## src/rtl/irq_pkg.sv

```systemverilog
package irq_pkg;

  localparam int ADDR_W = 3;

  localparam logic [ADDR_W-1:0] REG_CFG       = 3'd0;
  localparam logic [ADDR_W-1:0] REG_EVT_MASK  = 3'd1;
  localparam logic [ADDR_W-1:0] REG_EVT_STAT  = 3'd2;
  localparam logic [ADDR_W-1:0] REG_OVFL_STAT = 3'd3;
  localparam logic [ADDR_W-1:0] REG_GPIO_SEL  = 3'd4;
  localparam logic [ADDR_W-1:0] REG_GPIO_MASK = 3'd5;
  localparam logic [ADDR_W-1:0] REG_GPIO_STAT = 3'd6;

  typedef enum logic [1:0] {
    PIN_ACT_LOW    = 2'd0,
    PIN_ACT_HIGH   = 2'd1,
    PIN_OPEN_DRAIN = 2'd2,
    PIN_RSVD       = 2'd3
  } pin_mode_e;

  // read-clear strobes from control to datapath
  typedef struct packed {
    logic clrEvt;
    logic clrOvfl;
    logic clrGpio;
  } clr_strobe_t;

endpackage

```

## src/rtl/irq_ctrl.sv

```systemverilog
module irq_ctrl
  import irq_pkg::*;
#(
  parameter int NUM_CH   = 8,
  parameter int NUM_GPIO = 4,
  parameter int DATA_W   = 8
) (
  input  logic                clk,
  input  logic                rstN,
  input  logic                wrEn,
  input  logic                rdEn,
  input  logic [ADDR_W-1:0]   addr,
  input  logic [DATA_W-1:0]   wrData,
  output logic [DATA_W-1:0]   rdData,
  input  logic [2:0]          evtStat,
  input  logic [NUM_CH-1:0]   ovflStat,
  input  logic [NUM_GPIO-1:0] gpioStat,
  output clr_strobe_t         strb,
  output pin_mode_e           pinMode,
  output logic                ovflEdge,
  output logic [2:0]          evtMask,
  output logic [NUM_GPIO-1:0] gpioSel,
  output logic [NUM_GPIO-1:0] gpioMask
);

  logic unusedWr;
  assign unusedWr = &{1'b0, wrData};

  always_ff @(posedge clk or negedge rstN) begin
    if (!rstN) begin
      pinMode  <= PIN_ACT_LOW;
      ovflEdge <= 1'b0;
      evtMask  <= '0;
      gpioSel  <= '0;
      gpioMask <= '0;
    end else if (wrEn) begin
      case (addr)
        REG_CFG: begin
          pinMode  <= pin_mode_e'(wrData[1:0]);
          ovflEdge <= wrData[2];
        end
        REG_EVT_MASK:  evtMask  <= wrData[2:0];
        REG_GPIO_SEL:  gpioSel  <= wrData[NUM_GPIO-1:0];
        REG_GPIO_MASK: gpioMask <= wrData[NUM_GPIO-1:0];
        default: ;
      endcase
    end
  end

  always_comb begin
    strb.clrEvt  = rdEn && (addr == REG_EVT_STAT);
    strb.clrOvfl = rdEn && (addr == REG_OVFL_STAT);
    strb.clrGpio = rdEn && (addr == REG_GPIO_STAT);
  end

  always_comb begin
    rdData = '0;
    case (addr)
      REG_CFG:       rdData[2:0] = {ovflEdge, pinMode};
      REG_EVT_MASK:  rdData[2:0] = evtMask;
      REG_EVT_STAT:  rdData[2:0] = evtStat;
      REG_OVFL_STAT: rdData[NUM_CH-1:0] = ovflStat;
      REG_GPIO_SEL:  rdData[NUM_GPIO-1:0] = gpioSel;
      REG_GPIO_MASK: rdData[NUM_GPIO-1:0] = gpioMask;
      REG_GPIO_STAT: rdData[NUM_GPIO-1:0] = gpioStat;
      default:       rdData = '0;
    endcase
  end

endmodule

```

## src/rtl/irq_datapath.sv

```systemverilog
module irq_datapath
  import irq_pkg::*;
#(
  parameter int NUM_CH      = 8,
  parameter int NUM_GPIO    = 4,
  parameter int SYNC_STAGES = 2
) (
  input  logic                clk,
  input  logic                rstN,
  input  logic [NUM_CH-1:0]   ovflIn,
  input  logic [NUM_GPIO-1:0] gpioIn,
  input  logic                srcLock,
  input  clr_strobe_t         strb,
  input  pin_mode_e           pinMode,
  input  logic                ovflEdge,
  input  logic [2:0]          evtMask,
  input  logic [NUM_GPIO-1:0] gpioSel,
  input  logic [NUM_GPIO-1:0] gpioMask,
  output logic [NUM_CH-1:0]   ovflStat,
  output logic [NUM_GPIO-1:0] gpioStat,
  output logic [2:0]          evtStat,
  output logic                irqOut,
  output logic                irqOe
);

  localparam int NSRC     = NUM_CH + NUM_GPIO + 1;
  localparam int GPIO_LSB = NUM_CH;
  localparam int LOCK_IDX = NSRC - 1;

  logic [NSRC-1:0] rawIn, syncd, prevQ, riseV, fallV;
  logic [SYNC_STAGES-1:0][NSRC-1:0] syncQ;

  assign rawIn = {srcLock, gpioIn, ovflIn};

  // synchroniser chain plus one history stage for edge detection
  always_ff @(posedge clk or negedge rstN) begin
    if (!rstN) begin
      syncQ <= '0;
      prevQ <= '0;
    end else begin
      syncQ[0] <= rawIn;
      for (int s = 1; s < SYNC_STAGES; s++) syncQ[s] <= syncQ[s-1];
      prevQ <= syncd;
    end
  end

  assign syncd = syncQ[SYNC_STAGES-1];
  assign riseV = syncd & ~prevQ;
  assign fallV = ~syncd & prevQ;

  logic [NUM_CH-1:0]   ovflSync, ovflRise, ovflNext;
  logic [NUM_GPIO-1:0] gpioSync, gpioRise, gpioNext;
  logic lockRise, lockFall, lockQ, unlockQ, lockNext, unlockNext;

  assign ovflSync = syncd[NUM_CH-1:0];
  assign ovflRise = riseV[NUM_CH-1:0];
  assign gpioSync = syncd[GPIO_LSB +: NUM_GPIO];
  assign gpioRise = riseV[GPIO_LSB +: NUM_GPIO];
  assign lockRise = riseV[LOCK_IDX];
  assign lockFall = fallV[LOCK_IDX];

  always_comb begin
    // overflow: records regardless of mask; a rise beats a same-cycle clear
    if (ovflEdge)
      ovflNext = (ovflStat & ~{NUM_CH{strb.clrOvfl}}) | ovflRise;
    else
      ovflNext = ovflSync;

    gpioNext = (gpioSel & ((gpioStat & ~{NUM_GPIO{strb.clrGpio}}) | (gpioRise & gpioMask)))
             | (~gpioSel & gpioSync & gpioMask);

    // lock and unlock events cancel each other's pending flag
    lockNext   = (lockRise & evtMask[0]) | (lockQ & ~strb.clrEvt & ~lockFall);
    unlockNext = (lockFall & evtMask[1]) | (unlockQ & ~strb.clrEvt & ~lockRise);
  end

  always_ff @(posedge clk or negedge rstN) begin
    if (!rstN) begin
      ovflStat <= '0;
      gpioStat <= '0;
      lockQ    <= 1'b0;
      unlockQ  <= 1'b0;
    end else begin
      ovflStat <= ovflNext;
      gpioStat <= gpioNext;
      lockQ    <= lockNext;
      unlockQ  <= unlockNext;
    end
  end

  assign evtStat = {(|ovflStat) & evtMask[2], unlockQ, lockQ};

  logic irqAny;
  assign irqAny = (|(evtStat & evtMask)) | (|(gpioStat & gpioMask));

  always_comb begin
    case (pinMode)
      PIN_ACT_HIGH: begin
        irqOut = irqAny;
        irqOe  = 1'b1;
      end
      PIN_OPEN_DRAIN: begin
        irqOut = 1'b0;
        irqOe  = irqAny;
      end
      default: begin
        irqOut = ~irqAny;
        irqOe  = 1'b1;
      end
    endcase
  end

endmodule

```

## src/rtl/irq_status_ctrl.sv

```systemverilog
module irq_status_ctrl
  import irq_pkg::*;
#(
  parameter int NUM_CH      = 8,
  parameter int NUM_GPIO    = 4,
  parameter int SYNC_STAGES = 2,
  parameter int DATA_W      = 8
) (
  input  logic                clk,
  input  logic                rstN,
  input  logic                wrEn,
  input  logic                rdEn,
  input  logic [ADDR_W-1:0]   addr,
  input  logic [DATA_W-1:0]   wrData,
  output logic [DATA_W-1:0]   rdData,
  input  logic [NUM_CH-1:0]   ovflIn,
  input  logic [NUM_GPIO-1:0] gpioIn,
  input  logic                srcLock,
  output logic                irqOut,
  output logic                irqOe
);

  clr_strobe_t         strb;
  pin_mode_e           pinMode;
  logic                ovflEdge;
  logic [2:0]          evtMask, evtStat;
  logic [NUM_GPIO-1:0] gpioSel, gpioMask, gpioStat;
  logic [NUM_CH-1:0]   ovflStat;

  irq_ctrl #(.NUM_CH(NUM_CH), .NUM_GPIO(NUM_GPIO), .DATA_W(DATA_W)) u_ctrl (
    .clk(clk), .rstN(rstN), .wrEn(wrEn), .rdEn(rdEn), .addr(addr),
    .wrData(wrData), .rdData(rdData), .evtStat(evtStat), .ovflStat(ovflStat),
    .gpioStat(gpioStat), .strb(strb), .pinMode(pinMode), .ovflEdge(ovflEdge),
    .evtMask(evtMask), .gpioSel(gpioSel), .gpioMask(gpioMask)
  );

  irq_datapath #(.NUM_CH(NUM_CH), .NUM_GPIO(NUM_GPIO), .SYNC_STAGES(SYNC_STAGES)) u_dp (
    .clk(clk), .rstN(rstN), .ovflIn(ovflIn), .gpioIn(gpioIn), .srcLock(srcLock),
    .strb(strb), .pinMode(pinMode), .ovflEdge(ovflEdge), .evtMask(evtMask),
    .gpioSel(gpioSel), .gpioMask(gpioMask), .ovflStat(ovflStat),
    .gpioStat(gpioStat), .evtStat(evtStat), .irqOut(irqOut), .irqOe(irqOe)
  );

endmodule

```

## config.mk

```make
export PLATFORM = sky130hd
export DESIGN_NAME = irq_status_ctrl
export DESIGN_NICKNAME = d
export VERILOG_FILES = /design/src/rtl/irq_pkg.sv /design/src/rtl/irq_ctrl.sv /design/src/rtl/irq_datapath.sv /design/src/rtl/irq_status_ctrl.sv
export SDC_FILE = /design/constraint.sdc
export NUM_CORES = 1
export LEC_CHECK = 0
export ABC_AREA = 1
export ABC_CLOCK_PERIOD_IN_PS = 2700
export BUFFER_PORTS_ARGS = -buffer_cell sky130_fd_sc_hd__buf_2
export CAP_MARGIN = 10
export CORE_MARGIN = 2
export CORE_UTILIZATION = 60
export CTS_CLUSTER_DIAMETER = 50
export DETAILED_ROUTE_END_ITERATION = 6
export PLACE_DENSITY = 0.85
export SYNTH_ARGS = -nofsm -noshare
export SYNTH_HDL_FRONTEND = slang
export SYNTH_SLANG_ARGS = --single-unit
```

## constraint.sdc

```tcl
create_clock -name clk -period 2.7 [get_ports clk]
set_input_delay 0.27 -clock clk [delete_from_list [all_inputs] [get_ports clk]]
set_output_delay 0.27 -clock clk [all_outputs]
set_load 0.05 [all_outputs]
```

# Word-level counts from Yosys, hierarchy flattened
# Index checks and enable logic that the tools add are counted.
[word_totals] in_bits=28 n_memories=0 word_cells=69 output_inout_bits=10 latchBits=0 romBits=0 mem_bits_rw=0 ff_bits=67
[classes] n_addsub=0 n_reduce_logical=11 div=0 bitwise=32 shifts=0 eq_ne=8 n_lt_le_gt_ge=0 mul=0 muxes=6
[op_table] operator="AND 13 bit" count=2
[op_table] operator="inverter 13 bit" count=2
[op_table] operator="AND 4 bit" count=6
[op_table] operator="one-hot mux 3 bit (7 select lines)" count=1
[op_table] operator="== test 3 bit, second input constant" count=3
[op_table] operator="AND 8 bit" count=1
[op_table] operator="2-to-1 mux 8 bit" count=1
[op_table] operator="inverter 4 bit" count=2
[op_table] operator="inverter 8 bit" count=1
[op_table] operator="OR 4 bit" count=2
[op_table] operator="OR 8 bit" count=1
[op_table] operator="AND reduction 2 bit" count=4
[op_table] operator="OR reduction 8 bit" count=1
[op_table] operator="AND 1 bit" count=7
[op_table] operator="== test 3 x 2 -> 1 bit, second input constant" count=2
[op_table] operator="2-to-1 mux 4 bit" count=1
[op_table] operator="inverter 1 bit" count=4
[op_table] operator="one-hot mux 1 bit (4 select lines)" count=1
[op_table] operator="OR reduction 4 bit" count=1
[op_table] operator="AND 3 bit" count=1
[op_table] operator="== test 3 x 1 -> 1 bit, second input constant" count=1
[op_table] operator="logical AND 1 bit" count=3
[op_table] operator="zero test 3 bit" count=1
[op_table] operator="OR 1 bit" count=3
[op_table] operator="other kinds (5)" count=5

# Logic depth before layout (Yosys ltp)
[depth] word_depth=7 mapped_depth=9

# Modules after synthesis
# From an unflattened synthesis, not the netlist that was laid out.
[unflattened] hier_cells=260 area_unflattened_um2=2606.2
[modules_own_cells] mod="irq_datapath" instances=1 cells_per_inst=133 area_each_um2=1740.4
[modules_own_cells] mod="irq_ctrl" instances=1 cells_per_inst=127 area_each_um2=865.8

# Worst setup path after synthesis
# No wires, ideal clock.
[synth_path] kind="input to output" start="input addr[1]" end="output rdData[3]" stages=3 setup_slack_ps=1075 path_buffers=1 arrival_time_ps=1355 required_ps=2430 path_cell_list="buf_6 > nand3_1 > o2111ai_1"
[synth_between] elab_chain_cells=2
[synth_lines] item="start: declaration" line="irq_status_ctrl.sv:13" rtl="input logic [ADDR_W-1:0] addr,"
[synth_lines] item="== test 3 bit or == test 3 x 2 -> 1 bit (tied branches)" line="irq_ctrl.sv:58" rtl="case (addr)"
[synth_lines] item="one-hot mux 1 bit (4 select lines) (*)" line="irq_ctrl.sv:58"
[synth_lines] item="end: declaration" line="irq_status_ctrl.sv:15" rtl="output logic [DATA_W-1:0] rdData,"
# Mark *: on every way between the ends. The rest lies on a longest branch, timed or not.

# Worst setup path after layout
[layout_path] start="register u_dp.ovflStat[0]" end="output irqOut"
[layout_between] elab_chain_cells=7
[layout_lines] item="start: declaration" line="irq_datapath.sv:19" rtl="output logic [NUM_CH-1:0] ovflStat,"
[layout_lines] item="start signal: assignment" line="irq_datapath.sv:84" rtl="ovflStat <= ovflNext;"
[layout_lines] item="OR reduction 8 bit (*)" line="irq_datapath.sv:91" rtl="assign evtStat = {(|ovflStat) & evtMask[2], unlockQ, lockQ};"
[layout_lines] item="AND 1 bit (*)" line="irq_datapath.sv:91"
[layout_lines] item="AND 3 bit (*)" line="irq_datapath.sv:94" rtl="assign irqAny = (|(evtStat & evtMask)) | (|(gpioStat & gpioMask));"
[layout_lines] item="OR reduction 3 bit (*)" line="irq_datapath.sv:94"
[layout_lines] item="OR 1 bit (*)" line="irq_datapath.sv:94"
[layout_lines] item="inverter 1 bit" line="irq_datapath.sv:107" rtl="irqOut = ~irqAny;"
[layout_lines] item="one-hot mux 1 bit (2 select lines) (*)" line="irq_datapath.sv:97" rtl="case (pinMode)"
[layout_lines] item="end: declaration" line="irq_status_ctrl.sv:19" rtl="output logic irqOut,"
# Marks and branches as above.

==> qor.tcl <==
set qor(num_antenna_cells) 0
set qor(top_level_ports) 38
set qor(share_comb_of_total_power) 0.152
set qor(synth.yosys.warnings) 0
set qor(critPathLaunchType) {flip-flop}
set qor(postLayoutCoreUtil) 0.737
set qor(power_per_cell_area_nw_per_um2) 782
set qor(power.switching_fraction) 0.286
set qor(start_util) 0.631
set qor(hold_ws_ps) 31.2
set qor(hold_class) {input port to flip-flop}
set qor(syn-cell-area_sq_um) 2560
set qor(synth_ff_type) {sky130_fd_sc_hd__dfrtp_1}
set qor(maxSlewViolCount) 0
set qor(clock.fmax_ghz) 0.493
set qor(reg2reg_to) {u_dp.ovflStat[1]$_DFF_PN0_}
set qor(average_detailed_routed_wire_length_per_instance_um) 13.0
set qor(drt_first_iter_violations) 75
set qor(critical_path.startpoint) {u_dp.ovflStat[0]$_DFF_PN0_}
set qor(fin_nets) 329
set qor(chipHeight_um) 69.3
set qor(design.die.area_sq_um) 4810
set qor(synth_enable_flop_cells) 0
set qor(total_leakage_power_uw) 0.00152
set qor(post_synth_inst_count) 255
set qor(cellInternalPower_uw) 1670
set qor(async_reset_ff_frac) 1.00
set qor(power_frac_seq) 0.508
set qor(cts_hold_buffers) 1
set qor(synth-seq-cells) 67
set qor(tritoncts_num_sinks) 67
set qor(grt.total_usage) 0.214
set qor(dieWidth_um) 69.3
set qor(setup_repair_after_global_routing_missed_its_margin) {no}
set qor(fill_cells) 283
set qor(report.final.hold_viol_count) 0
set qor(detail_route.first_pass.iterations) 4
set qor(gp_congestion) 0.855
set qor(worst_margin_slew_ps) 428
set qor(totalNegativeSetupSlack_ps) 0
set qor(grt_start_max_net_pins) 68
set qor(cts_tree) {yes}
set qor(power.share.clock) 0.340
set qor(fp.coreArea_sq_um) 4060
set qor(total_power_uw) 2340
set qor(vias) 1780
set qor(clock_insertion_delay_worst_skew_ps) 340
set qor(std_cell_rows) 23
set qor(final-setup-viol-count) 0
set qor(postRouteWirelength_mm) 4.59
set qor(top_count_cell_post_synth) {sky130_fd_sc_hd__nand2_1}
set qor(antenna_violating_nets_post_route) 0
set qor(max-cap-violations) 0
set qor(worst_setup_hold_path_clk_slew_ps) 70
set qor(synth_largest_area_cell) {sky130_fd_sc_hd__dfrtp_1}
set qor(numPortBuffers) 33
set qor(timing.clock.skew_ps) 6.43
set qor(endpoint_kind) {primary output}
set qor(yosys-top-cells-count) {75 x sky130_fd_sc_hd__nand2_1, 67 x sky130_fd_sc_hd__dfrtp_1, 25 x sky130_fd_sc_hd__inv_1}
set qor(proportion_of_synthesized_chip_area_in_sequential_cells) 0.655
set qor(drcViolationCount) 0
set qor(place_hpwl_mm) 3.15
set qor(initial_antenna_violation_count) 0
set qor(htree_num_levels) 3
set qor(r2r_cells) 2
set qor(irDropWorstVdd_uv) 551
set qor(netSwitchingPower_uw) 669
set qor(synth_cell_types) 25
set qor(slew_headroom) 0.715
set qor(multi_input_comb_area_sq_um) 752
set qor(worstSetupEndpoint) {irqOut}
set qor(synth_fp_nets) 285
set qor(via_per_inst) 5.03
set qor(cp_max_fo) 3
set qor(numCtsBuffers) 9
set qor(seqCellArea_sq_um) 1680
set qor(cts_max_path_buffers) 2
set qor(synthesis.area_per_instance_sq_um) 10.0
set qor(cts_root_buffer) {sky130_fd_sc_hd__clkbuf_8}
set qor(netlist_top_cells_area) {sky130_fd_sc_hd__dfrtp_1 65%, sky130_fd_sc_hd__nand2_1 11%, sky130_fd_sc_hd__o21ai_1 3.7%}
set qor(required_time_of_the_worst_setup_path_ps) 2430
set qor(dp_worst_setup_slack_ps) 1000
set qor(reg2reg_slack_ps) 1670
set qor(area_growth_pct) 16.8
set qor(period_share) 0.752
set qor(postCtsSetupRepairBufs) 0
set qor(worst_setup_path_type) {flip-flop to primary output}
set qor(post_route_worst_setup_slack_ps) 670
set qor(critPathArrivalTime_ps) 1760
set qor(post-route-min-period_ps) 2030
set qor(grt_pass1_wl_mm) 7.82
set qor(status) {complete, no violations}
set qor(worst_r2r_startpoint) {u_ctrl.ovflEdge$_DFFE_PN0P_}
set qor(post-synth-top-area-fraction) 0.655
set qor(first_global_vias) 1716
set qor(cts-resized-gates) 0
set qor(layout-drive-gt1-share) 0.197
set qor(hold_path_depth) 1
set qor(globalRoute.totalOverflow) 0
-- critical path, cell delays in order, from the launching register on --
cell                      delay (ps)
sky130_fd_sc_hd__dfrtp_1         400
sky130_fd_sc_hd__nor2_1          100
sky130_fd_sc_hd__nand2_1          70
sky130_fd_sc_hd__o21ai_0         310
sky130_fd_sc_hd__nand2_1         110
sky130_fd_sc_hd__nand2_1          80
sky130_fd_sc_hd__nand2_1          50
sky130_fd_sc_hd__inv_1            50
sky130_fd_sc_hd__buf_2           250
-- cell usage in the layout, fill, tap and decap left out --
master,synthesis,routed
sky130_fd_sc_hd__nor2_1,17,17
sky130_fd_sc_hd__bufinv_16,0,1
sky130_fd_sc_hd__o21ai_0,9,9
sky130_fd_sc_hd__clkinv_4,1,1
sky130_fd_sc_hd__clkinv_2,0,1
sky130_fd_sc_hd__nand3b_1,1,1
sky130_fd_sc_hd__nor3_4,1,1
sky130_fd_sc_hd__ha_1,2,2
sky130_fd_sc_hd__inv_1,25,25
sky130_fd_sc_hd__o211ai_1,1,1
sky130_fd_sc_hd__o2111ai_1,1,1
sky130_fd_sc_hd__nand3_4,1,1
sky130_fd_sc_hd__nor3_2,1,1
sky130_fd_sc_hd__or2_2,1,1
sky130_fd_sc_hd__dlygate4sd3_1,0,1
sky130_fd_sc_hd__nand2_4,2,2
sky130_fd_sc_hd__clkbuf_8,0,10
sky130_fd_sc_hd__o21ai_1,19,19
sky130_fd_sc_hd__clkbuf_1,1,4
sky130_fd_sc_hd__o22ai_1,2,2
sky130_fd_sc_hd__nand4_1,2,2
sky130_fd_sc_hd__nor2_4,1,1
sky130_fd_sc_hd__buf_2,0,33
sky130_fd_sc_hd__dfrtp_1,67,67
sky130_fd_sc_hd__buf_12,0,1
sky130_fd_sc_hd__nand2_1,75,75
sky130_fd_sc_hd__nand2_2,3,3
sky130_fd_sc_hd__inv_2,2,2
sky130_fd_sc_hd__nand3_1,18,18
sky130_fd_sc_hd__inv_4,1,1
-- flip-flops by register name (all words and copies together), names as in the netlist, 2 cells and up --
signal,cells
u_ctrl.evtMask,3
u_ctrl.gpioMask,4
u_ctrl.gpioSel,4
u_ctrl.pinMode,2
u_dp.gpioStat,4
u_dp.ovflStat,8
u_dp.prevQ,13
u_dp.syncQ,13
u_dp.syncd,13
-- metrics by stage --
stage                     instances  cell area, sq um
after detailed placement        337              2790
after global routing            354              2990
after global placement          337              2790
after floorplan                 255              2560
final                           354              2990
after CTS                       354              2990
-- cells by family after synthesis --
family / count (synthesis) / synth area share
adders and majority gates: 2 / 0.00977
DFF: 67 / 0.655
buffers and inverters: 31 / 0.0513
and+or+nand+nor: 123 / 0.218
AOI/OAI and AO/OA: 32 / 0.0660
-- worst min path at each step --
| stage | from | endpoint | slack, ps |
|---|---|---|---|
| final | gpioIn[2] | u_dp.syncQ[10]$_DFF_PN0_ | 30 |
| after global routing | gpioIn[2] | u_dp.syncQ[10]$_DFF_PN0_ | 20 |
| after CTS | ovflIn[6] | u_dp.syncQ[6]$_DFF_PN0_ | 20 |
| after detailed placement | rstN | u_dp.syncd[3]$_DFF_PN0_ | 310 |
| after global placement | rstN | u_dp.syncQ[7]$_DFF_PN0_ | 310 |
| after floorplan | rstN | u_ctrl.evtMask[0]$_DFFE_PN0P_ | -30 |
-- routing by layer --
layer	vias to the layer above	wire length, um	track usage
li1	897	-	-
met1	821	1990	0.283
met2	50	2220	0.325
met3	12	266	0.0625
met4	0	112	0.111
met5	-	0	0
-- cell type report --
cell class,count,share of cell area
Clock inverter,2,0.0117
Clock buffer,14,0.0510
Sequential cell,67,0.561
Tap cell,50,0.0209
Multi-Input combinational cell,157,0.251
Timing Repair Buffer,35,0.0653
Inverter,29,0.0389
-- power by group through the flow --
stage | Sequential [uW] | Combinational [uW] | Clock (uW)
2_1_floorplan | 1180 | 265 | 0
5_1_grt | 1200 | 402 | 863
3_5_place_dp | 1200 | 357 | 0
3_3_place_gp | 1200 | 345 | 0
6_report | 1190 | 356 | 796
4_1_cts | 1190 | 360 | 811
Note: power is estimated with default switching activity, not from simulation.
